--- config.mk ---
export PLATFORM = sky130hd
export DESIGN_NAME = pdma_byte_port
export DESIGN_NICKNAME = d
export VERILOG_FILES = /design/src/rtl/pdma_pkg.sv /design/src/rtl/pdma_access_decode.sv /design/src/rtl/pdma_window_state.sv /design/src/rtl/pdma_tc_update.sv /design/src/rtl/pdma_byte_port.sv
export SDC_FILE = /design/constraint.sdc
export NUM_CORES = 1
export LEC_CHECK = 0
export ABC_AREA = 1
export BUFFER_PORTS_ARGS = -buffer_cell sky130_fd_sc_hd__buf_2
export CAP_MARGIN = 15
export CORE_MARGIN = 8
export CORE_UTILIZATION = 45
export CTS_BUF_LIST = sky130_fd_sc_hd__clkbuf_8
export CTS_CLUSTER_DIAMETER = 150
export DETAILED_ROUTE_END_ITERATION = 8
export GPL_TIMING_DRIVEN = 0
export PLACE_DENSITY_LB_ADDON = 0.08
export SYNTH_ARGS = -nofsm -noshare
export SYNTH_HDL_FRONTEND = slang
export SYNTH_SLANG_ARGS = --single-unit
--- constraint.sdc ---
create_clock -name clk -period 3.7 [get_ports clk]
set_clock_uncertainty 0.2 [all_clocks]
set_input_delay 0.37 -clock clk [delete_from_list [all_inputs] [get_ports clk]]
set_output_delay 0.37 -clock clk [all_outputs]
set_load 0.005 [all_outputs]
--- src/rtl/pdma_pkg.sv ---
package pdma_pkg;

    localparam int LANES  = 2;
    localparam int LANE_W = 8;
    localparam int DATA_W = LANES * LANE_W;

    localparam logic [2:0] SIZE_BYTE = 3'd1;
    localparam logic [2:0] SIZE_HALF = 3'd2;

    typedef struct packed {
        logic              accept;
        logic              is_write;
        logic [1:0]        step;
        logic [LANES-1:0]  lane_we;
    } access_t;

    function automatic logic size_is_legal(input logic [2:0] sz);
        return (sz == SIZE_BYTE) || (sz == SIZE_HALF);
    endfunction

    function automatic logic [1:0] size_step(input logic [2:0] sz);
        return (sz == SIZE_HALF) ? 2'd2 : 2'd1;
    endfunction

    function automatic logic [LANES-1:0] lanes_for(input logic [2:0] sz);
        return (sz == SIZE_HALF) ? 2'b11 : 2'b01;
    endfunction

endpackage

--- src/rtl/pdma_access_decode.sv ---
module pdma_access_decode
    import pdma_pkg::*;
#(
    parameter int IDX_W = 8,
    parameter int LEN_W = 9
) (
    input  logic                  arm_valid,
    input  logic                  host_valid,
    input  logic                  host_write,
    input  logic [2:0]            host_size,
    input  logic [DATA_W-1:0]     host_wdata,
    input  logic [LEN_W-1:0]      remain,
    input  logic                  tc_zero,
    input  logic [IDX_W-1:0]      cur_idx,
    input  logic [LANE_W-1:0]     rd_lane0,
    input  logic [LANE_W-1:0]     rd_lane1,
    output access_t               acc,
    output logic [DATA_W-1:0]     host_rdata,
    output logic [IDX_W-1:0]      lane_addr0,
    output logic [IDX_W-1:0]      lane_addr1,
    output logic [LANE_W-1:0]     lane_wdata0,
    output logic [LANE_W-1:0]     lane_wdata1
);

    logic [IDX_W-1:0]  addr_a  [LANES];
    logic [LANE_W-1:0] wdat_a  [LANES];
    logic              is_half;
    logic              room_ok;
    logic              write_ok;

    assign is_half  = (host_size == SIZE_HALF);
    assign room_ok  = remain >= LEN_W'(size_step(host_size));
    assign write_ok = !host_write || !tc_zero;

    always_comb begin
        acc          = '0;
        acc.is_write = host_write;
        acc.step     = size_step(host_size);
        acc.accept   = host_valid && !arm_valid && size_is_legal(host_size)
                       && room_ok && write_ok;
        acc.lane_we  = (acc.accept && host_write) ? lanes_for(host_size) : '0;
    end

    for (genvar g = 0; g < LANES; g++) begin : g_lane
        assign addr_a[g] = cur_idx + IDX_W'(g);
        // halfword is split high byte first; a single byte rides lane 0
        assign wdat_a[g] = is_half ? host_wdata[(LANES-1-g)*LANE_W +: LANE_W]
                                   : host_wdata[g*LANE_W +: LANE_W];
    end

    assign lane_addr0  = addr_a[0];
    assign lane_addr1  = addr_a[1];
    assign lane_wdata0 = wdat_a[0];
    assign lane_wdata1 = wdat_a[1];

    always_comb begin
        host_rdata = '0;
        if (acc.accept && !host_write) begin
            host_rdata = is_half ? {rd_lane0, rd_lane1} : {8'h00, rd_lane0};
        end
    end

endmodule

--- src/rtl/pdma_window_state.sv ---
module pdma_window_state
    import pdma_pkg::*;
#(
    parameter int IDX_W = 8,
    parameter int LEN_W = 9
) (
    input  logic              clk,
    input  logic              rst,
    input  logic              arm_valid,
    input  logic [IDX_W-1:0]  arm_start,
    input  logic [LEN_W-1:0]  arm_len,
    input  logic              arm_notify,
    input  access_t           acc,
    output logic [IDX_W-1:0]  cur_idx,
    output logic [IDX_W-1:0]  start_idx,
    output logic [LEN_W-1:0]  remain,
    output logic              drq,
    output logic              done
);

    logic             notify_q;
    logic [LEN_W-1:0] step_l;
    logic             last_one;

    assign step_l   = LEN_W'(acc.step);
    assign last_one = acc.accept && (remain == step_l);

    always_ff @(posedge clk) begin
        if (rst) begin
            cur_idx   <= '0;
            start_idx <= '0;
            remain    <= '0;
            notify_q  <= 1'b0;
            drq       <= 1'b0;
            done      <= 1'b0;
        end else if (arm_valid) begin
            cur_idx   <= arm_start;
            start_idx <= arm_start;
            remain    <= arm_len;
            notify_q  <= arm_notify;
            drq       <= 1'b1;
            done      <= 1'b0;
        end else begin
            done <= 1'b0;
            if (acc.accept) begin
                cur_idx <= cur_idx + IDX_W'(acc.step);
                remain  <= remain - step_l;
            end
            if (last_one && notify_q) begin
                drq      <= 1'b0;
                done     <= 1'b1;
                notify_q <= 1'b0;
            end
        end
    end

endmodule

--- src/rtl/pdma_tc_update.sv ---
module pdma_tc_update
    import pdma_pkg::*;
#(
    parameter int TC_W = 24
) (
    input  logic [TC_W-1:0] tc_cur,
    input  access_t         acc,
    output logic            tc_zero,
    output logic            tc_we,
    output logic [TC_W-1:0] tc_next
);

    assign tc_zero = (tc_cur == '0);
    assign tc_we   = acc.accept && acc.is_write;
    assign tc_next = tc_cur - TC_W'(acc.step);

endmodule

--- src/rtl/pdma_byte_port.sv ---
module pdma_byte_port
    import pdma_pkg::*;
#(
    parameter int IDX_W = 8,
    parameter int LEN_W = 9,
    parameter int TC_W  = 24
) (
    input  logic             clk,
    input  logic             rst,
    input  logic             arm_valid,
    input  logic [IDX_W-1:0] arm_start,
    input  logic [LEN_W-1:0] arm_len,
    input  logic             arm_notify,
    input  logic             host_valid,
    input  logic             host_write,
    input  logic [2:0]       host_size,
    input  logic [15:0]      host_wdata,
    output logic [15:0]      host_rdata,
    input  logic [TC_W-1:0]  tc_cur,
    output logic             tc_we,
    output logic [TC_W-1:0]  tc_next,
    output logic [IDX_W-1:0] buf_addr0,
    output logic [IDX_W-1:0] buf_addr1,
    output logic [1:0]       buf_we,
    output logic [7:0]       buf_wdata0,
    output logic [7:0]       buf_wdata1,
    input  logic [7:0]       buf_rdata0,
    input  logic [7:0]       buf_rdata1,
    output logic             drq,
    output logic             done,
    output logic [LEN_W-1:0] remain_len,
    output logic [IDX_W-1:0] moved_count
);

    access_t          acc;
    logic             tc_zero;
    logic [IDX_W-1:0] cur_idx;
    logic [IDX_W-1:0] start_idx;

    pdma_access_decode #(.IDX_W(IDX_W), .LEN_W(LEN_W)) u_decode (
        .arm_valid   (arm_valid),
        .host_valid  (host_valid),
        .host_write  (host_write),
        .host_size   (host_size),
        .host_wdata  (host_wdata),
        .remain      (remain_len),
        .tc_zero     (tc_zero),
        .cur_idx     (cur_idx),
        .rd_lane0    (buf_rdata0),
        .rd_lane1    (buf_rdata1),
        .acc         (acc),
        .host_rdata  (host_rdata),
        .lane_addr0  (buf_addr0),
        .lane_addr1  (buf_addr1),
        .lane_wdata0 (buf_wdata0),
        .lane_wdata1 (buf_wdata1)
    );

    pdma_window_state #(.IDX_W(IDX_W), .LEN_W(LEN_W)) u_state (
        .clk        (clk),
        .rst        (rst),
        .arm_valid  (arm_valid),
        .arm_start  (arm_start),
        .arm_len    (arm_len),
        .arm_notify (arm_notify),
        .acc        (acc),
        .cur_idx    (cur_idx),
        .start_idx  (start_idx),
        .remain     (remain_len),
        .drq        (drq),
        .done       (done)
    );

    pdma_tc_update #(.TC_W(TC_W)) u_tc (
        .tc_cur  (tc_cur),
        .acc     (acc),
        .tc_zero (tc_zero),
        .tc_we   (tc_we),
        .tc_next (tc_next)
    );

    assign buf_we      = acc.lane_we;
    assign moved_count = cur_idx - start_idx;

endmodule

; ---- Word-level counts from Yosys, hierarchy flattened
; Cells that the tools add are included.
; W data, S select, Z words.
[word_totals]
out_inout_bits = 94
register_bits = 28
[op_classes]
n_reduce_logical = 17
magnitude_cmp = 1
add_sub_neg = 5
eq_ne = 3
mux = 15
[ops]
columns = op, count
row1 = $mux W16, 2
row2 = $mux W8, 4
row3 = $logic_not A24 Y1, 1
row4 = $sub A24 B2 Y24, 1
row5 = $mux W9, 2
row6 = $eq A9 B2 Y1, 1
row7 = $ge A9 B2 Y1, 1
row8 = $sub A9 B2 Y9, 1
row9 = $add A8 B1 Y8 const B, 1
row10 = $add A8 B2 Y8, 1
row11 = $logic_and A1 B1 Y1, 8
row12 = $sub A8 B8 Y8, 1
row13 = $mux W2, 3
row14 = $mux W1, 4
row15 = $reduce_bool A2 Y1, 2
row16 = $eq A3 B1 Y1 const B, 1
row17 = $eq A3 B2 Y1 const B, 1
row18 = $logic_not A1 Y1, 3
row19 = $logic_or A1 B1 Y1, 2
row20 = $reduce_or A2 Y1, 1

; ---- Depth between registers and ports, before layout
; Gate-level depths: netlist (run 1).
[depth]
word_depth = 9
ltp_mapped = 15
mapped_depth_nobuf = 14

; ---- By module
; Synthesis (run 1) repeated with hierarchy kept, for this count alone.
[unflattened]
cells_unflattened = 580
area_unflattened_um2 = 3445.8
[by_module_without_submodules]
columns = module, cells_each, area_per_inst_um2, n_inst, seq_area_each_um2
row1 = pdma_window_state, 214, 1510.2, 1, 560.5
row2 = pdma_tc_update, 144, 800.8, 1, 0.0
row3 = pdma_access_decode, 160, 783.3, 1, 0.0
row4 = pdma_byte_port, 62, 351.6, 1, 0.0

; ---- Worst setup path after synthesis (run 1)
; Ideal clock, no wire load.
[synth_path]
kind = in2out
start = in host_size[1]
end = out tc_next[14]
path_slack_ns = 0.726
path_stages = 12
t_arrival_ns = 2.404
required_time_ns = 3.130
n_path_buf = 1
path_cell_list = inv_1 -> nor3_4 -> inv_2 -> clkbuf_1 -> ha_1 -> fa_1 -> nand2_1 -> nor2_2 -> nand3_1 -> or2_2 -> nor2_1 -> xor2_1
[synth_via]
elab_chain_len = 3
[synth_lines]
columns = element, line
row1 = "start, declared", pdma_byte_port.sv:16  ; input logic [2:0] host_size,
row2 = $eq A3 B2 Y1, pdma_pkg.sv:22  ; return (sz == SIZE_HALF) ? 2'd2 : 2'd1;
row3 = $mux W2, pdma_pkg.sv:22
row4 = $sub A24 B2 Y24, pdma_tc_update.sv:15  ; assign tc_next = tc_cur - TC_W'(acc.step);
row5 = "end, declared", pdma_byte_port.sv:21  ; output logic [TC_W-1:0] tc_next,
; No other way between the ends.

; ---- Worst setup path in the final report (run 1)
[layout_path]
start = in host_size[2]
end = out tc_next[14]
; Same word-level chain as after synthesis.

==> flow_summary.ini, run 1 <==
[status]
status = complete, no violations

[setup_path]
crit_fanout = 12
crit_family = simple AND/OR/NAND/NOR gates
worst-path-stages = 11
start_kind = primary input
crit_path_frequent_cell = buf_2
critPathMaxStageDelay_ns = 0.52
cp-endpoint = tc_next[14]
r2r-start = u_state.remain[1]$_SDFFE_PP0P_
crit_path_end_kind = output pin
crit_buf_inv = 3
reg2regPathDepth = 10
worstPathRequired_ns = 3.13
worstPathArrival_ns = 2.77
r2r_setup_slack_ns = 1.57
crit_slowest_cell = clkbuf_1
crit_chain = buf_2 > nor3_4 > clkbuf_1 > fa_1 > nand2_1 > nor2_2 > nand3_1 > or2_2 > nor2_1 > xor2_1 > buf_2
crit_type = in -> out
crit_path_start = host_size[2]
reg2reg_to = u_state.cur_idx[1]$_SDFFE_PP0P_

[detailed_routing]
post_drt_via_cell_ratio = 5.05
dr.pass1.iters = 4
avgRoutedWirePerCell_um = 15.0
routed_wl_um = 11000
drt_iter0_markers = 163
drc = 0
drtAntennaViolNets = 0
num_vias = 3730

[clock_network]
cts_root_buf = clkbuf_8
post_cts_buffers = 0
cts-hold-fix-buffers = 0
clock_latency_ns = 0.28
clkSlewWorstSetupHoldPaths_ns = 0.10
clockBufferDepth = 2
cts_resized = 0
cts_tree = built
cts_sinks = 28
h-tree-depth = 1
cts_buffers = 3

[timing]
report.final.slew_viol_count = 0
finalSetupTns_ns = 0
finalSetupViolations = 0
period_share_pct = 90.4
period_minus_slack_ns = 3.34
max_slew_margin_pct = 59.6
worstMarginPinSlew_ns = 0.606
fmax_mhz = 299
hold_violations = 0
rsz0062_at_grt = false

[synthesis]
ys_types = 29
syn_avg_cell_area_um2 = 6.01
synth_fa_ha_area_share_pct = 8.76
synth_nets = 585
yosysSeqAreaShare_pct = 19.2
ys_seq_elements = 28
ys_top_cells_by_count = nand2_1, inv_1, nor2_1
synth_top_family_by_area = simple AND/OR/NAND/NOR gates
synthFlopType = dfxtp_1
synth_area_um2 = 2910
yosysTopAreaCell = dfxtp_1
muxShareOfSynthArea_pct = 0
yosys.area_share.xor_xnor_pct = 11.4
synth_warnings = 0
synthCells = 485
synthMostInstantiatedCell = nand2_1
synth_edf_count = 0
synthArstFlopShare_pct = 0
synthSimpleGateAreaFrac_pct = 36.6
synth.top_cells.by_area = dfxtp_1, nand2_1, inv_1
synth_top_cell_area_share_pct = 19.2
synth_compound_gate_area_share_pct = 12.8

[placement]
io_buffers = 173
finalWeightedCongestion = 0.927
dp_hpwl_um = 9330
placedCellCount = 735

[global_route]
grt_pass1_wl_um = 17100
grt_max_degree = 16
grt_usage_pct = 22.8
met3_usage_pct = 3.63
antenna_found_initial = 0
grt_overflow = 0
met2_usage_pct = 42.1
grt_pass1_vias = 3599
grt_use_met1_pct = 26.8
gr-max-usage-layer = met2

[layout]
final_layout_size_suffix_gt1_share_pct = 29.2
nets = 762
area_delta_synth_final_pct = 34.8
stdcell_count = 738
multi_input_area_um2 = 2030
seq_area_um2 = 561
fillers = 636
num_antenna_cells = 0

[die]
fp.dieArea_um2 = 9310
ios = 176
fp-row-count = 29
initial_utilization_pct = 46.2
core_um2 = 6310
die_w_um = 96.5
dieHeight_um = 96.5

[power_and_ir_drop]
powerDensity_nw_per_um2 = 241
power_leakage_uw = 0.00213
ir_worst_vdd_mv = 0.182

[run]
cap_violations = 0

[worst_hold_path]
min_path_type = in -> reg
==> worst min-delay path by stage <==
stage,from,endpoint,depth (start not counted)
after global placement,u_state.start_idx[7]$_SDFFE_PP0P_,u_state.start_idx[7]$_SDFFE_PP0P_,2
after CTS,arm_notify,u_state.notify_q$_SDFFE_PP0P_,3
after floorplan,u_state.start_idx[7]$_SDFFE_PP0P_,u_state.start_idx[7]$_SDFFE_PP0P_,2
final,arm_notify,u_state.notify_q$_SDFFE_PP0P_,3
after detailed placement,u_state.start_idx[7]$_SDFFE_PP0P_,u_state.start_idx[7]$_SDFFE_PP0P_,2
after global routing,arm_len[4],u_state.remain[4]$_SDFFE_PP0P_,3
==> final cells by class <==
cell class / instances / area share (%)
clock buffers: 4 / 1.40
inverters: 63 / 6.02
multi-input cells: 375 / 51.6
repair buffers: 173 / 22.0
plain buffers: 18 / 2.20
well taps: 77 / 2.45
flip-flops and latches: 28 / 14.3
==> state kept, by name, indices dropped and copies added (netlist names) <==
signal             cells
u_state.done           1
u_state.remain         9
u_state.start_idx      8
u_state.cur_idx        8
u_state.notify_q       1
u_state.drq            1
==> routing by layer <==
| layer | wire [um] | part of all wire [%] |
|---|---|---|
| met5 | 0 | 0 |
| met4 | 122 | 1.1 |
| met3 | 1020 | 9.3 |
| met2 | 5460 | 49 |
| met1 | 4430 | 40 |
==> stage by stage <==
stage / setup WS, ns / cell area, um^2 / hold WS, ns / utilization, % / power [uW]
finish: 0.356 / 3930 / 0.0938 / 62.2 / 948
global route: 0.0508 / 3930 / 0.0957 / 62.2 / 1020
CTS: 0.0776 / 3930 / 0.0860 / 62.3 / 953
detailed placement: 0.0878 / 3880 / 0.256 / 61.4 / 758
global placement: 0.171 / 3880 / 0.250 / 61.4 / 748
floorplan: 0.726 / 2910 / 0.238 / - / 572
==> placed cells by master, fill, tap and decap left out, types with 14 or more instances in the layout <==
master / synthesis / final
o21ai_0: 35 / 35
ha_1: 14 / 14
nand3_1: 45 / 45
dfxtp_1: 28 / 28
nor2_1: 56 / 56
a21oi_1: 25 / 25
xor2_1: 26 / 26
nand2_1: 121 / 121
buf_2: 3 / 176
inv_1: 62 / 62
==> cell families after synthesis <==
family	count (synthesis)
buffers and inverters	82
flip-flops	28
XOR/XNOR	38
AO/OA/AOI/OAI	70
AND/OR/NAND/NOR	249
adder cells (fa/ha/maj)	18
==> worst register-to-register path, cell delays in order (launching register included) <==
cell and delay [ns]:
dfxtp_1 0.35, ha_1 0.31, nand2_1 0.09, nand3_1 0.09
nor2_1 0.18, nand3_1 0.15, nand3_1 0.15, nand2_1 0.22
inv_1 0.18, nor2_1 0.05, nor2_1 0.09
==> where the power goes <==
part           internal (uW)  switching [uW]
logic                    179             230
clock network           95.4             102
registers                322            20.4
Power figures use the tool's default switching activity.
==> run 2, diff against run 1 <==
Settings changed: CORE_UTILIZATION 45 to 48, SYNTH_HIERARCHICAL set to 1.
==> flow_summary.ini, run 2 <==
[setup_path]
worstPathRequired_ns = 3.13
start_kind = primary input
crit_type = in -> out
crit_fanout = 14
worstPathArrival_ns = 2.47
crit_path_end_kind = output pin

[timing]
worstMarginPinSlew_ns = 0.664
rsz0062_at_grt = false
finalSetupViolations = 0
worst_hold_slack_ns = 0.123
max_slew_margin_pct = 55.7
period_minus_slack_ns = 3.04
hold_violations = 0
period_share_pct = 82.2
finalSetupTns_ns = 0
report.final.slew_viol_count = 0
fmax_mhz = 329

[synthesis]
syn_avg_cell_area_um2 = 5.94
synth_edf_count = 0
synth.top_cells.by_area = nand2_1, dfxtp_1, inv_1
synth_nets = 682
synth_warnings = 6
synthArstFlopShare_pct = 0
ys_types = 39
synthMostInstantiatedCell = nand2_1
ys_top_cells_by_count = nand2_1, inv_1, nor2_1
synth_top_cell_area_share_pct = 19.3
ys_seq_elements = 28
yosysTopAreaCell = nand2_1
synthCells = 580
synthFlopType = dfxtp_1
yosysSeqAreaShare_pct = 16.3
synth_area_um2 = 3450

[clock_network]
h-tree-depth = 1
cts-hold-fix-buffers = 0
post_cts_buffers = 0
clockBufferDepth = 2
cts_sinks = 28
cts_root_buf = clkbuf_8
cts_resized = 0
clkSlewWorstSetupHoldPaths_ns = 0.09
cts_tree = built
clock_latency_ns = 0.28
cts_buffers = 3

[die]
fp.dieArea_um2 = 10100
dieHeight_um = 101
initial_utilization_pct = 48.5
core_um2 = 7100
ios = 176
die_w_um = 101
fp-row-count = 31

[global_route]
grt_overflow = 0
grt_usage_pct = 21.9
grt_max_degree = 17
grt_pass1_wl_um = 18500
grt_pass1_vias = 3965
antenna_found_initial = 0

[placement]
dp_hpwl_um = 9470
io_buffers = 175
finalWeightedCongestion = 0.912

[power_and_ir_drop]
internal_power_uw = 651
power.share.clock_pct = 24.1
powerDensity_nw_per_um2 = 224
pwr-share-seq_pct = 34.2
power.switching_uw = 359
ir_worst_vdd_mv = 0.261
p_comb_share_pct = 41.8
power_leakage_uw = 0.00257
switching_share_pct = 35.6

[layout]
layout_commonest_cell = buf_2
final_layout_size_suffix_gt1_share_pct = 32.0
area_delta_synth_final_pct = 31.1
num_antenna_cells = 0
top_register = u_state/remain
nets = 862
utilization_pct = 63.6
final_cell_mix = buf_2, nand2_1, inv_1, nor2_1, nand3_1
reg_top3 = u_state/remain (9), u_state/cur_idx (8), u_state/start_idx (8)
largest_reg_flops = 9
fillers = 720

[detailed_routing]
drt_iter0_markers = 143
drc = 0
num_vias = 4160
avgRoutedWirePerCell_um = 13.3
dr.pass1.iters = 5
drtAntennaViolNets = 0
routed_wl_um = 11400
post_drt_via_cell_ratio = 4.85

[run]
cap_violations = 0

[status]
status = complete, no violations

[worst_hold_path]
min_path_type = in -> reg
==> run 2: cell count changes in the layout (fill, tap and decap cells not counted), moves of 9 or more <==
cell and delta:
buf_4 +10, nand2_1 +56, nor2_4 +9, nor2_1 +12, nand3_1 -10, inv_1 +26
o21ai_0 -14, clkbuf_1 -10, xor2_1 -10
==> run 2: area by class of cell <==
| class | instances | area, um^2 | share of cell area (%) |
|---|---|---|---|
| clock buffer | 3 | 41.3 | 0.914 |
| clock inverter | 1 | 30.0 | 0.665 |
| multi-input combinational | 436 | 2370 | 52.5 |
| timing repair buffer | 175 | 876 | 19.4 |
| sequential | 28 | 561 | 12.4 |
| tap | 99 | 124 | 2.74 |
| inverter | 93 | 350 | 7.76 |
| buffer | 23 | 161 | 3.57 |
==> run 2: power groups by stage <==
stage | logic (uW) | clock network [uW] | registers (uW)
6_report | 422 | 243 | 345
5_1_grt | 477 | 269 | 349
4_1_cts | 424 | 250 | 345
3_5_place_dp | 421 | 0 | 351
3_3_place_gp | 410 | 0 | 352
2_1_floorplan | 247 | 0 | 346
==> run 2: metal layers <==
metal  vias to the layer above  routed length [um]  share of wire [%]  track usage [%]
li1                       2145                   -                  -                -
met1                      1861                4930                 43             26.0
met2                       143                5580                 49             40.1
met3                        11                 807                7.1             4.28
met4                         0                  89               0.78             2.56
met5                         -                   0                  0                0
==> run 2: path summary, 6_finish.rpt <==
check / cells past startpoint / end / slack, ns / startpoint
worst max-delay path: 12 / tc_next[16] / 0.66 / host_size[1]
worst min-delay path: 3 / u_state/notify_q$_SDFFE_PP0P_ / 0.12 / arm_notify
worst max register to register: 13 / u_state/cur_idx[4]$_SDFFE_PP0P_ / 1.49 / u_state/remain[1]$_SDFFE_PP0P_
worst min register to register: 2 / u_state/start_idx[3]$_SDFFE_PP0P_ / 0.27 / u_state/start_idx[3]$_SDFFE_PP0P_
==> run 2: worst max-delay path, cell delays in order <==
cell      delay, ns
buf_2          0.11
inv_1          0.06
nor2_2         0.04
nand2_4        0.10
clkbuf_1       0.53
ha_1           0.30
fa_1           0.30
nand2_4        0.11
nor2_4         0.17
nand2_1        0.08
xor2_1         0.16
buf_2          0.14
==> run 2: cells by family after synthesis <==
logic type	synth area share [%]
AO/OA/AOI/OAI	9.91
buffers and inverters	14.9
adder cells (fa/ha/maj)	8.13
AND/OR/NAND/NOR	43.5
flip-flops	16.3
XOR/XNOR	7.30
==> run 2: stage by stage <==
stage	power (uW)	setup WS [ns]	instances	instance area (um^2)
6_report	1010	0.660	858	4520
2_1_floorplan	593	1.20	580	3450
3_5_place_dp	772	0.634	854	4450
5_1_grt	1090	0.512	858	4520
3_3_place_gp	762	0.665	854	4450
4_1_cts	1020	0.629	858	4520
==> run 3, diff against run 2 <==
Settings changed: ABC_AREA 1 to 0, CORE_UTILIZATION 48 to 46.
Clock period 3.7 ns to 3.2 ns, I/O delays scaled along.
==> flow_summary.ini, run 3 <==
[status]
status = complete, no violations

[synthesis]
synthFlopType = dfxtp_1
synth_top_family_by_area = simple AND/OR/NAND/NOR gates
yosysSeqAreaShare_pct = 18.3
synth_top_cell_area_share_pct = 18.3
synth_edf_count = 0
muxShareOfSynthArea_pct = 12.1
synthSimpleGateAreaFrac_pct = 27.1
syn_avg_cell_area_um2 = 8.13
synth_nets = 479
synthMostInstantiatedCell = nor2_1
synthCells = 377
synth_fa_ha_area_share_pct = 9.15
synth_warnings = 6
synth_compound_gate_area_share_pct = 11.5
ys_top_cells_by_count = nor2_1, xnor2_1, dfxtp_1
synthArstFlopShare_pct = 0
yosysTopAreaCell = dfxtp_1
yosys.area_share.xor_xnor_pct = 13.7
synth.top_cells.by_area = dfxtp_1, xnor2_1, ha_1
ys_seq_elements = 28
ys_types = 55
synth_area_um2 = 3060

[placement]
io_buffers = 174
dpl_cell_area_um2 = 4030
finalWeightedCongestion = 0.881
dp_hpwl_um = 8700

[clock_network]
clockBufferDepth = 2
clkSlewWorstSetupHoldPaths_ns = 0.09
cts_root_buf = clkbuf_8
cts_buffers = 3
h-tree-depth = 1
cts_sinks = 28
cts-hold-fix-buffers = 0
cts_tree = built
clock_latency_ns = 0.27

[power_and_ir_drop]
power_leakage_uw = 0.00200
powerDensity_nw_per_um2 = 264
p_comb_share_pct = 43.7
internal_power_uw = 725
ir_worst_vdd_mv = 0.294
power.share.clock_pct = 19.8
report.power.total_uw = 1100
pwr-share-seq_pct = 36.5
switching_share_pct = 34.3
power.switching_uw = 378

[die]
fp.dieArea_um2 = 9530
core_um2 = 6390
dieHeight_um = 97.6
die_w_um = 97.6
fp-row-count = 29
initial_utilization_pct = 48.0
ios = 176

[detailed_routing]
drtAntennaViolNets = 0
drc = 0
post_drt_via_cell_ratio = 5.24
avgRoutedWirePerCell_um = 16.6
dr.pass1.iters = 4
num_vias = 3346
drt_iter0_markers = 102
routed_wl_um = 10600

[layout]
area_delta_synth_final_pct = 36.2
final_cell_mix = buf_2, xnor2_1, nor2_1, dfxtp_1, inv_1
layout_commonest_cell = buf_2
final_layout_size_suffix_gt1_share_pct = 42.1
finish.instance_area_um2 = 4170
largest_reg_flops = 9
top_register = u_state/remain
utilization_pct = 65.4
nets = 664
reg_top3 = u_state/remain (9), u_state/cur_idx (8), u_state/start_idx (8)
num_antenna_cells = 0

[setup_path]
reg2regPathDepth = 11
crit_chain = buf_2 > or4_4 > nor4b_4 > nand2_1 > nor4_2 > a211oi_1 > buf_2 > clkbuf_4 > mux2i_1 > nor2_1 > a21oi_1 > nor2_1
critPathMaxStageDelay_ns = 0.55
r2r_setup_slack_ns = 0.48
crit_type = in -> reg
crit_fanout = 10
crit_slowest_cell = or4_4
crit_path_end_kind = register
reg2reg_to = u_state/remain[1]$_SDFFE_PP0P_
start_kind = primary input
crit_buf_inv = 3
crit_family = simple AND/OR/NAND/NOR gates
worstPathArrival_ns = 2.92
r2r-start = u_state/remain[1]$_SDFFE_PP0P_
worstPathRequired_ns = 3.15

[timing]
max_slew_margin_pct = 52.3
fmax_mhz = 337
period_share_pct = 92.7
period_minus_slack_ns = 2.97
worst_hold_slack_ns = 0.0742
worstMarginPinSlew_ns = 0.716
report.final.slew_viol_count = 0
finalSetupViolations = 0
hold_violations = 0

[global_route]
grt_max_degree = 18
grt_overflow = 0
grt_usage_pct = 21.0
antenna_found_initial = 0
grt_pass1_wl_um = 17200
grt_pass1_vias = 3377

[worst_hold_path]
min_to = u_state/remain[1]$_SDFFE_PP0P_
min_from = arm_len[1]
hold_path_depth = 3
min_path_type = in -> reg

[run]
cap_violations = 0
-- run 3: logic make-up (layout without fill, tap and decap cells) --
family	after synthesis	after routing
flip-flops	28	28
AO/OA/AOI/OAI	49	49
adder cells (fa/ha/maj)	20	20
multiplexers	35	35
AND/OR/NAND/NOR	143	143
buffers and inverters	54	238
XOR/XNOR	48	48
-- run 3: worst max path at each step --
| stage | end | startpoint | cells after the start | slack, ns |
|---|---|---|---|---|
| 6_report | u_state/remain[1]$_SDFFE_PP0P_ | tc_cur[7] | 12 | 0.23 |
| 5_1_grt | u_state/remain[7]$_SDFFE_PP0P_ | tc_cur[7] | 11 | -0.02 |
| 4_1_cts | tc_next[10] | host_size[1] | 11 | 0.03 |
| 3_5_place_dp | u_state/cur_idx[7]$_SDFFE_PP0P_ | host_size[2] | 15 | -0.77 |
| 3_3_place_gp | u_state/cur_idx[7]$_SDFFE_PP0P_ | host_size[2] | 15 | -0.75 |
| 2_1_floorplan | u_state/remain[1]$_SDFFE_PP0P_ | host_size[2] | 15 | 0.01 |
-- run 3: layout make-up --
cell class | instances | area, um^2
plain buffers | 26 | 154
clock buffers | 4 | 55.1
fillers | 608 | 2210
inverters | 27 | 101
multi-input cells | 295 | 2280
flip-flops and latches | 28 | 561
well taps | 77 | 96.3
repair buffers | 181 | 923
-- run 3: power groups by stage --
stage | sequential, uW | clock, uW | combinational (uW)
after floorplan | 403 | 0 | 277
after global placement | 410 | 0 | 465
after detailed placement | 411 | 0 | 473
after CTS | 403 | 227 | 481
after global routing | 407 | 238 | 534
final | 402 | 219 | 482
-- run 3: routing by layer --
metal	track usage (%)	part of all wire, %
met1	24.2	40
met2	38.9	52
met3	4.55	7.3
met4	3.15	0.50
met5	0	0
-- run 3: timing repair --
action                                  4_1_cts  5_1_grt
endpoints found under the hold margin         0        0
endpoints found under the setup margin       44       28
buffers inserted                              1        6
pin swaps                                     2        1
resized for setup                             5        4
-- run 3: worst register-to-register path, delay by kind of cell (launching register included) --
| family | cells | cell delay, ns |
|---|---|---|
| compound gates | 3 | 0.48 |
| simple gates | 3 | 0.54 |
| flops | 1 | 0.38 |
| buf+inv | 3 | 0.60 |
| mux | 1 | 0.17 |
| fa+ha+maj | 1 | 0.23 |
-- run 3: through the flow --
step	std cells	setup TNS (ns)	setup WS (ns)
CTS	632	0	0.0263
global route	638	-0.0160	-0.0160
finish	638	0	0.234
floorplan	377	0	0.0119
detailed placement	628	-18.65	-0.771
global placement	628	-18.35	-0.746
